===== config.mk =====
export PLATFORM = sky130hd
export DESIGN_NAME = irq_seq
export DESIGN_NICKNAME = d
export VERILOG_FILES = /design/src/rtl/irq_seq_pkg.sv /design/src/rtl/irq_seq_accept.sv /design/src/rtl/irq_seq_ctrl.sv /design/src/rtl/irq_seq.sv
export SDC_FILE = /design/constraint.sdc
export NUM_CORES = 1
export LEC_CHECK = 0
export ABC_AREA = 0
export ABC_CLOCK_PERIOD_IN_PS = 3300
export BUFFER_PORTS_ARGS = -buffer_cell sky130_fd_sc_hd__clkbuf_2
export CAP_MARGIN = 20
export CORE_MARGIN = 4
export CORE_UTILIZATION = 35
export CTS_BUF_LIST = sky130_fd_sc_hd__clkbuf_4 sky130_fd_sc_hd__clkbuf_8 sky130_fd_sc_hd__clkbuf_16
export CTS_CLUSTER_DIAMETER = 40
export DETAILED_ROUTE_END_ITERATION = 10
export MAX_ROUTING_LAYER = met4
export PLACE_DENSITY = 0.61
export SLEW_MARGIN = 20
export SYNTH_ARGS = -nofsm -noshare
export SYNTH_HDL_FRONTEND = slang
export SYNTH_SLANG_ARGS = --single-unit

===== constraint.sdc =====
create_clock -name clk -period 3.3 [get_ports clk]
set_input_delay 0.165 -clock clk [delete_from_list [all_inputs] [get_ports clk]]
set_output_delay 0.165 -clock clk [all_outputs]
set_load 0.005 [all_outputs]

===== src/rtl/irq_seq_pkg.sv =====
package irq_seq_pkg;
  typedef enum logic [2:0] {
    S_IDLE,
    S_E_PSR,
    S_E_PC,
    S_E_VEC,
    S_R_PC,
    S_R_PSR
  } seq_state_t;
endpackage


===== src/rtl/irq_seq_accept.sv =====
module irq_seq_accept #(
  parameter int LVL_W = 3
) (
  input  logic             idle,
  input  logic             at_boundary,
  input  logic             irq_req,
  input  logic [LVL_W-1:0] irq_lvl,
  input  logic [LVL_W-1:0] run_lvl,
  input  logic             rti_req,
  input  logic             user_mode,
  output logic             take_irq,
  output logic             take_rti,
  output logic             fault
);
  logic outranked;

  always_comb begin
    outranked = (run_lvl > irq_lvl);
    take_rti  = idle && rti_req && !user_mode;
    fault     = idle && rti_req && user_mode;
    take_irq  = idle && !rti_req && at_boundary && irq_req && !outranked;
  end
endmodule


===== src/rtl/irq_seq_ctrl.sv =====
module irq_seq_ctrl
  import irq_seq_pkg::*;
#(
  parameter int DW       = 16,
  parameter int LVL_W    = 3,
  parameter int VEC_W    = 8,
  parameter int LVL_LSB  = 8,
  parameter logic [DW-VEC_W-1:0] VEC_PAGE = 'h01
) (
  input  logic             clk,
  input  logic             rst_n,
  input  logic             take_irq,
  input  logic             take_rti,
  input  logic [LVL_W-1:0] irq_lvl,
  input  logic [VEC_W-1:0] irq_vec,
  input  logic [DW-1:0]    psr_in,
  input  logic [DW-1:0]    pc_in,
  input  logic [DW-1:0]    sp_in,
  input  logic [DW-1:0]    mem_rdata,
  output logic             idle,
  output logic             mem_req,
  output logic             mem_we,
  output logic [DW-1:0]    mem_addr,
  output logic [DW-1:0]    mem_wdata,
  output logic             pc_we,
  output logic [DW-1:0]    pc_wdata,
  output logic             psr_we,
  output logic [DW-1:0]    psr_wdata,
  output logic             sp_we,
  output logic [DW-1:0]    sp_wdata,
  output logic             busy,
  output logic             done
);
  localparam logic [DW-1:0] ONE = DW'(1);
  localparam logic [DW-1:0] TWO = DW'(2);

  seq_state_t       state_q, state_d;
  logic [DW-1:0]    sp_q, pc_q, psr_q, ret_pc_q;
  logic [LVL_W-1:0] lvl_q;
  logic [VEC_W-1:0] vec_q;
  logic             snap_en, ret_pc_en;
  logic [DW-1:0]    entry_psr;

  always_comb begin
    entry_psr = '0;
    entry_psr[LVL_LSB +: LVL_W] = lvl_q;
  end

  always_comb begin
    state_d   = state_q;
    snap_en   = 1'b0;
    ret_pc_en = 1'b0;
    mem_req   = 1'b0;
    mem_we    = 1'b0;
    mem_addr  = '0;
    mem_wdata = '0;
    pc_we     = 1'b0;
    pc_wdata  = '0;
    psr_we    = 1'b0;
    psr_wdata = '0;
    sp_we     = 1'b0;
    sp_wdata  = '0;
    done      = 1'b0;
    unique case (state_q)
      S_IDLE: begin
        if (take_rti) begin
          snap_en = 1'b1;
          state_d = S_R_PC;
        end else if (take_irq) begin
          snap_en = 1'b1;
          state_d = S_E_PSR;
        end
      end
      S_E_PSR: begin
        mem_req   = 1'b1;
        mem_we    = 1'b1;
        mem_addr  = sp_q - ONE;
        mem_wdata = psr_q;
        state_d   = S_E_PC;
      end
      S_E_PC: begin
        mem_req   = 1'b1;
        mem_we    = 1'b1;
        mem_addr  = sp_q - TWO;
        mem_wdata = pc_q;
        state_d   = S_E_VEC;
      end
      S_E_VEC: begin
        mem_req   = 1'b1;
        mem_addr  = {VEC_PAGE, vec_q};
        pc_we     = 1'b1;
        pc_wdata  = mem_rdata;
        psr_we    = 1'b1;
        psr_wdata = entry_psr;
        sp_we     = 1'b1;
        sp_wdata  = sp_q - TWO;
        done      = 1'b1;
        state_d   = S_IDLE;
      end
      S_R_PC: begin
        mem_req   = 1'b1;
        mem_addr  = sp_q;
        ret_pc_en = 1'b1;
        state_d   = S_R_PSR;
      end
      S_R_PSR: begin
        mem_req   = 1'b1;
        mem_addr  = sp_q + ONE;
        pc_we     = 1'b1;
        pc_wdata  = ret_pc_q;
        psr_we    = 1'b1;
        psr_wdata = mem_rdata;
        sp_we     = 1'b1;
        sp_wdata  = sp_q + TWO;
        done      = 1'b1;
        state_d   = S_IDLE;
      end
      default: state_d = S_IDLE;
    endcase
  end

  always_ff @(posedge clk or negedge rst_n) begin
    if (!rst_n) begin
      state_q <= S_IDLE;
    end else begin
      state_q <= state_d;
    end
  end

  always_ff @(posedge clk or negedge rst_n) begin
    if (!rst_n) begin
      sp_q  <= '0;
      pc_q  <= '0;
      psr_q <= '0;
      lvl_q <= '0;
      vec_q <= '0;
    end else if (snap_en) begin
      sp_q  <= sp_in;
      pc_q  <= pc_in;
      psr_q <= psr_in;
      lvl_q <= irq_lvl;
      vec_q <= irq_vec;
    end
  end

  always_ff @(posedge clk or negedge rst_n) begin
    if (!rst_n) begin
      ret_pc_q <= '0;
    end else if (ret_pc_en) begin
      ret_pc_q <= mem_rdata;
    end
  end

  assign idle = (state_q == S_IDLE);
  assign busy = !idle;

  // each busy cycle is exactly one memory access
  a_r9_busy_access: assert property (@(posedge clk) disable iff (!rst_n)
    busy |-> mem_req);
  // done lasts one cycle
  a_r9_done_pulse: assert property (@(posedge clk) disable iff (!rst_n)
    done |=> !done);
  // the three register writes commit together with done
  a_r9_commit_together: assert property (@(posedge clk) disable iff (!rst_n)
    done |-> (pc_we && psr_we && sp_we && busy));
  // an accepted request starts a busy sequence in the next cycle
  a_r2_accept_busy: assert property (@(posedge clk) disable iff (!rst_n)
    (take_irq || take_rti) |=> (busy && mem_req));
  // the status-word push is followed by the PC push one below it
  a_r4_push_order: assert property (@(posedge clk) disable iff (!rst_n)
    (busy && mem_we && $rose(busy)) |=> (mem_we && mem_addr == $past(mem_addr) - ONE));
endmodule


===== src/rtl/irq_seq.sv =====
module irq_seq #(
  parameter int DW      = 16,
  parameter int LVL_W   = 3,
  parameter int VEC_W   = 8,
  parameter int LVL_LSB = 8,
  parameter int USR_BIT = 15
) (
  input  logic             clk,
  input  logic             rst_n,
  input  logic             at_boundary,
  input  logic             irq_req,
  input  logic [LVL_W-1:0] irq_lvl,
  input  logic [VEC_W-1:0] irq_vec,
  input  logic             rti_req,
  input  logic [DW-1:0]    psr_in,
  input  logic [DW-1:0]    pc_in,
  input  logic [DW-1:0]    sp_in,
  output logic             mem_req,
  output logic             mem_we,
  output logic [DW-1:0]    mem_addr,
  output logic [DW-1:0]    mem_wdata,
  input  logic [DW-1:0]    mem_rdata,
  output logic             pc_we,
  output logic [DW-1:0]    pc_wdata,
  output logic             psr_we,
  output logic [DW-1:0]    psr_wdata,
  output logic             sp_we,
  output logic [DW-1:0]    sp_wdata,
  output logic             busy,
  output logic             done,
  output logic             priv_fault
);
  logic [1:0] rst_pipe;
  logic       rst_sync_n;
  logic       idle, take_irq, take_rti, fault;

  always_ff @(posedge clk or negedge rst_n) begin
    if (!rst_n) begin
      rst_pipe <= 2'b00;
    end else begin
      rst_pipe <= {rst_pipe[0], 1'b1};
    end
  end
  assign rst_sync_n = rst_pipe[1];

  irq_seq_accept #(.LVL_W(LVL_W)) u_accept (
    .idle        (idle),
    .at_boundary (at_boundary),
    .irq_req     (irq_req),
    .irq_lvl     (irq_lvl),
    .run_lvl     (psr_in[LVL_LSB +: LVL_W]),
    .rti_req     (rti_req),
    .user_mode   (psr_in[USR_BIT]),
    .take_irq    (take_irq),
    .take_rti    (take_rti),
    .fault       (fault)
  );

  irq_seq_ctrl #(
    .DW(DW), .LVL_W(LVL_W), .VEC_W(VEC_W), .LVL_LSB(LVL_LSB)
  ) u_ctrl (
    .clk       (clk),
    .rst_n     (rst_sync_n),
    .take_irq  (take_irq),
    .take_rti  (take_rti),
    .irq_lvl   (irq_lvl),
    .irq_vec   (irq_vec),
    .psr_in    (psr_in),
    .pc_in     (pc_in),
    .sp_in     (sp_in),
    .mem_rdata (mem_rdata),
    .idle      (idle),
    .mem_req   (mem_req),
    .mem_we    (mem_we),
    .mem_addr  (mem_addr),
    .mem_wdata (mem_wdata),
    .pc_we     (pc_we),
    .pc_wdata  (pc_wdata),
    .psr_we    (psr_we),
    .psr_wdata (psr_wdata),
    .sp_we     (sp_we),
    .sp_wdata  (sp_wdata),
    .busy      (busy),
    .done      (done)
  );

  assign priv_fault = fault && rst_sync_n;

  // a refused return touches nothing and does not start a sequence
  a_r8_fault_quiet: assert property (@(posedge clk) disable iff (!rst_sync_n)
    priv_fault |-> (!mem_req && !pc_we && !psr_we && !sp_we) ##1 !busy);
  // an outranked request leaves the block idle
  a_r1_reject_idle: assert property (@(posedge clk) disable iff (!rst_sync_n)
    (!busy && at_boundary && irq_req && !rti_req &&
     psr_in[LVL_LSB +: LVL_W] > irq_lvl) |=> !busy);
  // no boundary, no start
  a_r3_boundary_only: assert property (@(posedge clk) disable iff (!rst_sync_n)
    (!busy && !at_boundary && !rti_req) |=> !busy);
endmodule


# Yosys cells after proc, flatten, opt, wreduce, memory -nomap -nowiden
# Cells that the tools add are included.
[op_classes]
n_addsub = 4
order_cmp = 1
eq_ne = 6
mux = 15
n_reduce_logical = 16
[ops]
columns = ["op", "count"]
rows = [
  ["16-bit case mux with 2 select lines", 4],
  ["16-bit case mux with 5 select lines", 1],
  ["16-bit by 1-bit adder with 16-bit output, second input constant", 1],
  ["16-bit by 2-bit adder with 16-bit output, second input constant", 1],
  ["16-bit by 1-bit subtractor with 16-bit output, second input constant", 1],
  ["16-bit by 2-bit subtractor with 16-bit output, second input constant", 1],
  ["3-bit case mux with 4 select lines", 1],
  ["1-bit logical AND", 8],
  ["1-bit 2-to-1 mux", 7],
  ["3-bit by 2-bit == test with 1-bit output, second input constant", 2],
  ["3-bit == test, second input constant", 2],
  ["3-bit 2-to-1 mux", 2],
  ["5-bit OR reduction", 1],
  ["1-bit logical NOT", 4],
  ["2-bit OR reduction", 2],
  ["3-bit by 1-bit == test with 1-bit output, second input constant", 1],
  ["3-bit > comparator", 1],
  ["3-bit logical NOT", 1],
  ["3-bit inequality test, second input constant", 1],
]
[word_totals]
register_bits = 80
input_bits = 80
wordCells = 50

# Logic depth before layout (Yosys ltp)
[logic_depth]
word_depth = 8
mapped_depth = 12
mapped_depth_nobuf = 11

# By module
# A second synthesis with hierarchy kept.
[unflattened]
hier_cells = 590
area_unflattened_um2 = 5392.7
[modules_own_cells]
columns = ["module", "instances", "cells_each", "area_per_inst_um2", "seq_area_each_um2"]
rows = [
  ["irq_seq_ctrl", 1, 571, 5233.8, 1951.9],
  ["irq_seq_accept", 1, 15, 98.8, 0.0],
  ["irq_seq", 1, 4, 60.1, 50.0],
]

# Least setup slack after synthesis
# No wires, ideal clock.
[synth_path]
path_kind = "register -> output"
from = "register u_ctrl.state_q[0]"
to = "output mem_addr[15]"
t_arrival_ns = 2.964
required_time_ns = 3.135
path_slack_ns = 0.171
path_stages_with_launch = 13
n_path_buf = 1
cell_sequence = "dfrtp_1 inv_1 nor2_1 nand2_1 clkinv_1 buf_1 ha_1 a21o_1 a221oi_2 o21ai_0 o2111ai_1 mux2_2 o21ai_0"
[synth_between]
elab_chain_len = 2
[synth_lines]
columns = ["element", "line", "source"]
rows = [
  ["start: declaration", "irq_seq_ctrl.sv:37", "seq_state_t state_q, state_d;"],
  ["start signal: assignment", "irq_seq_ctrl.sv:126", "state_q <= state_d;"],
  ["3-bit == test (tied with other cells)", "irq_seq_ctrl.sv:64", "unique case (state_q)"],
  ["16-bit case mux with 5 select lines *", "irq_seq_ctrl.sv:64", ""],
  ["end: declaration", "irq_seq.sv:20", "output logic [DW-1:0] mem_addr,"],
]
# Mark *: on every way between the ends. The rest lies on a longest branch, timed or not.

# Worst setup path after layout
[layout_path]
from = "register u_ctrl.state_q[0]"
to = "output mem_addr[9]"
# The elaborated chain is that of the path after synthesis.

==> flow_summary.json <==
{
  "status": "complete, no violations",
  "slowest_stage": "dfrtp_1",
  "ys_seq_area_share_pct": 36.40,
  "vias_per_cell": 5.396,
  "crit_type": "reg -> out",
  "post_drt_wl_per_cell_um": 17.72,
  "synth_mux_area_share_pct": 12.65,
  "syn2layout_area_growth_pct": 26.93,
  "place_inst": 948,
  "grt-ovfl-total": 0,
  "hold_viol": 0,
  "port_buffers": 167,
  "nets": 859,
  "rows": 45,
  "syn_area_per_cell_um2": 9.291,
  "ys_types": 62,
  "cts_buffers": 9,
  "cts_tree": "yes",
  "antenna_found_initial": 0,
  "synth_edf_count": 0,
  "clock_latency_ns": 0.35,
  "period_needed_ns": 3.179,
  "coreArea_mm2": 0.01531,
  "drv_cap": 0,
  "synth_top_family_by_area": "compound AO/OA/AOI/OAI gates",
  "async_reset_ff_share_pct": 100.0,
  "fmax_mhz": 314.6,
  "ctsHtreeMaxLevel": 3,
  "max_stage_delay_ns": 0.39,
  "worstRegToRegCells": 5,
  "hold_start": "mem_rdata[0]",
  "ir_drop_mv": 0.4724,
  "die-area_mm2": 0.01778,
  "synth-compound-area-share_pct": 21.13,
  "ant_nets": 0,
  "holdPathEnd": "u_ctrl.ret_pc_q[0]$_DFFE_PN0N_",
  "cp_cell_sequence": "inv_2 > nor2_4 > nand2_4 > buf_6 > clkinv_1 > ha_1 > a21o_1 > a221oi_2 > buf_4 > o21ai_0 > a21oi_1 > xor2_1 > o211ai_1 > buf_2",
  "worstHoldPathCells": 3,
  "grt_max_degree": 45,
  "diodes": 0,
  "place_hpwl_mm": 12.71,
  "post-route-util_pct": 45.59,
  "num_io_pins": 168,
  "hold_class": "in -> reg",
  "drive_gt1_share_pct": 39.47,
  "crit_required_ns": 3.13,
  "place.gp.congestion": 0.9770,
  "final_cells": 971,
  "drc": 0,
  "grt_pass1_wl_mm": 26.92,
  "netlist_instances": 592,
  "dr.pass1.iters": 4,
  "period_share_pct": 96.32,
  "cts-root-buf": "clkbuf_16",
  "crit_path_end_kind": "output pin",
  "initialDrtViolationCount": 289,
  "grt.total_usage_pct": 19.48,
  "synth-xor-area-share_pct": 2.389,
  "start_kind": "register",
  "synthSimpleGateAreaFrac_pct": 16.79,
  "p_leak_nw": 3.388,
  "syn_nets": 696,
  "ys_top_cells_by_area": "dfrtp_1, mux2_2, a22o_1",
  "yosysTopAreaCell": "dfrtp_1",
  "tightestPinTransition_ns": 0.6731,
  "maxSlewViolCount": 0,
  "setup_viol": 0,
  "netlist.area_leader.share_pct": 36.40,
  "ys_warn_count": 0,
  "wl_mm": 17.20,
  "grt_pass1_vias": 5294,
  "synthFlopType": "dfrtp_1",
  "synth-adder-area-share_pct": 5.596,
  "worstPathMaxFanout": 6,
  "r2r-start": "u_ctrl.state_q[2]$_DFFE_PN0P_",
  "arrival_ns": 3.01,
  "hold_slack_ns": 0.03882,
  "syn_area_mm2": 0.005500,
  "cts_sinks": 80,
  "ys_ff_latch": 80,
  "cts_buffer_depth": 2,
  "die_y_um": 133.4,
  "route.vias.total": 5240,
  "initial_core_util_pct": 35.92,
  "p_per_area_mw_per_mm2": 1053,
  "clk_pin_slew_worst_paths_ns": 0.06,
  "rrSetupSlack_ns": 1.33,
  "die_x_um": 133.4,
  "slew-limit-headroom_pct": 55.13,
  "r2r_end": "u_ctrl.pc_q[2]$_DFFE_PN0P_",
  "fin_skew_ns": 0.01438
}
## synthesized netlist by cell type, types with 7 or more instances
| cell | n |
|---|---|
| clkbuf_1 | 24 |
| a221oi_1 | 9 |
| nor2_1 | 34 |
| buf_4 | 8 |
| a22o_1 | 36 |
| dfrtp_1 | 80 |
| and3_1 | 20 |
| nand2_1 | 82 |
| mux2_2 | 60 |
| o21ai_0 | 28 |
| o22a_1 | 7 |
| inv_1 | 10 |
| ha_1 | 23 |
| nand3_1 | 9 |
| nor3_1 | 8 |
| xor2_1 | 8 |
| a21oi_1 | 38 |
| buf_2 | 12 |
| a22oi_1 | 10 |
| xnor2_1 | 7 |
## layout by cell type (no fill, tap or decap), types with 20 or more instances in the layout
master / count
mux2_2: 60
nor2_1: 32
o21ai_0: 27
nand2_1: 80
clkbuf_2: 165
buf_4: 30
and3_1: 20
ha_1: 20
dfrtp_1: 79
a22o_1: 36
a21oi_1: 38
## through the flow
stage / instance area, um2 / total power, mW / setup TNS (ns) / worst slack (ns)
after floorplan: 5500 / 4.711 / 0 / 0.1713
after global placement: 6571 / 6.096 / 0 / 0.1951
after detailed placement: 6571 / 6.200 / 0 / 0.1073
after CTS: 6890 / 7.266 / 0 / 0.01272
after global routing: 6982 / 7.953 / -0.09559 / -0.09559
final: 6982 / 7.349 / 0 / 0.1214
## cell type report
cell class	instances	area, um2
fillers	1569	8333
clock buffers	10	239.0
repair buffers	200	1102
inverters	11	41.29
clock inverters	6	57.56
well taps	211	264.0
flip-flops and latches	80	2006
multi-input cells	453	3272
## routing by layer
| layer | vias to the layer above | global-route usage [%] | wire (um) |
|---|---|---|---|
| met3 | 22 | 5.740 | 1291 |
| met4 | 0 | 6.400 | 317 |
| met1 | 2531 | 24.23 | 7417 |
| met5 | - | - | 0 |
| met2 | 204 | 30.56 | 8176 |
| li1 | 2483 | - | - |
## registers in the layout, summed over array words and instances, names as in the netlist
name and flops:
u_ctrl.psr_q 16, u_ctrl.sp_q 16, rst_pipe 2, u_ctrl.ret_pc_q 16
u_ctrl.vec_q 8, u_ctrl.pc_q 16, u_ctrl.lvl_q 3, u_ctrl.state_q 3
## worst max-delay path by stage
stage | startpoint | depth (start not counted) | end | slack (ns)
2_1_floorplan | u_ctrl.state_q[0]$_DFFE_PN0P_ | 12 | mem_addr[15] | 0.17
3_3_place_gp | u_ctrl.state_q[0]$_DFFE_PN0P_ | 11 | mem_addr[15] | 0.20
3_5_place_dp | u_ctrl.state_q[0]$_DFFE_PN0P_ | 11 | mem_addr[15] | 0.11
4_1_cts | u_ctrl.state_q[0]$_DFFE_PN0P_ | 11 | mem_addr[15] | 0.01
5_1_grt | u_ctrl.state_q[0]$_DFFE_PN0P_ | 14 | mem_addr[9] | -0.1
6_report | u_ctrl.state_q[0]$_DFFE_PN0P_ | 14 | mem_addr[9] | 0.12
## cell families (layout without fill, tap and decap cells)
| logic type | Yosys count | count (layout) |
|---|---|---|
| AO/OA/AOI/OAI | 165 | 165 |
| XOR/XNOR | 15 | 15 |
| adder cells (fa/ha/maj) | 24 | 24 |
| buffers and inverters | 59 | 227 |
| flip-flops | 80 | 80 |
| multiplexers | 62 | 62 |
| other | 1 | 1 |
| AND/OR/NAND/NOR | 186 | 186 |
## worst max-delay path: cells and delay by family (launching register included)
family	cells	cell delay, ns
AO/OA/AOI/OAI	5	1.10
buffers and inverters	5	0.68
flip-flops	1	0.39
adder cells (fa/ha/maj)	1	0.27
AND/OR/NAND/NOR	2	0.13
XOR/XNOR	1	0.11
## repair_timing
action / 4_1_cts / 5_1_grt
hold buffers: 1 / 0
pin swaps: 1 / 7
setup buffers: 0 / 6
resized for setup: 5 / 11
endpoints found under the setup margin: 4 / 2
hold endpoints to repair: 2 / 0
## power by group
| group | switching, mW | internal [mW] | total [mW] |
|---|---|---|---|
| clock | 0.453 | 0.551 | 1.00 |
| sequential | 0.434 | 1.47 | 1.91 |
| combinational | 2.39 | 2.05 | 4.44 |
No activity file was read; power rests on OpenSTA's default activity.
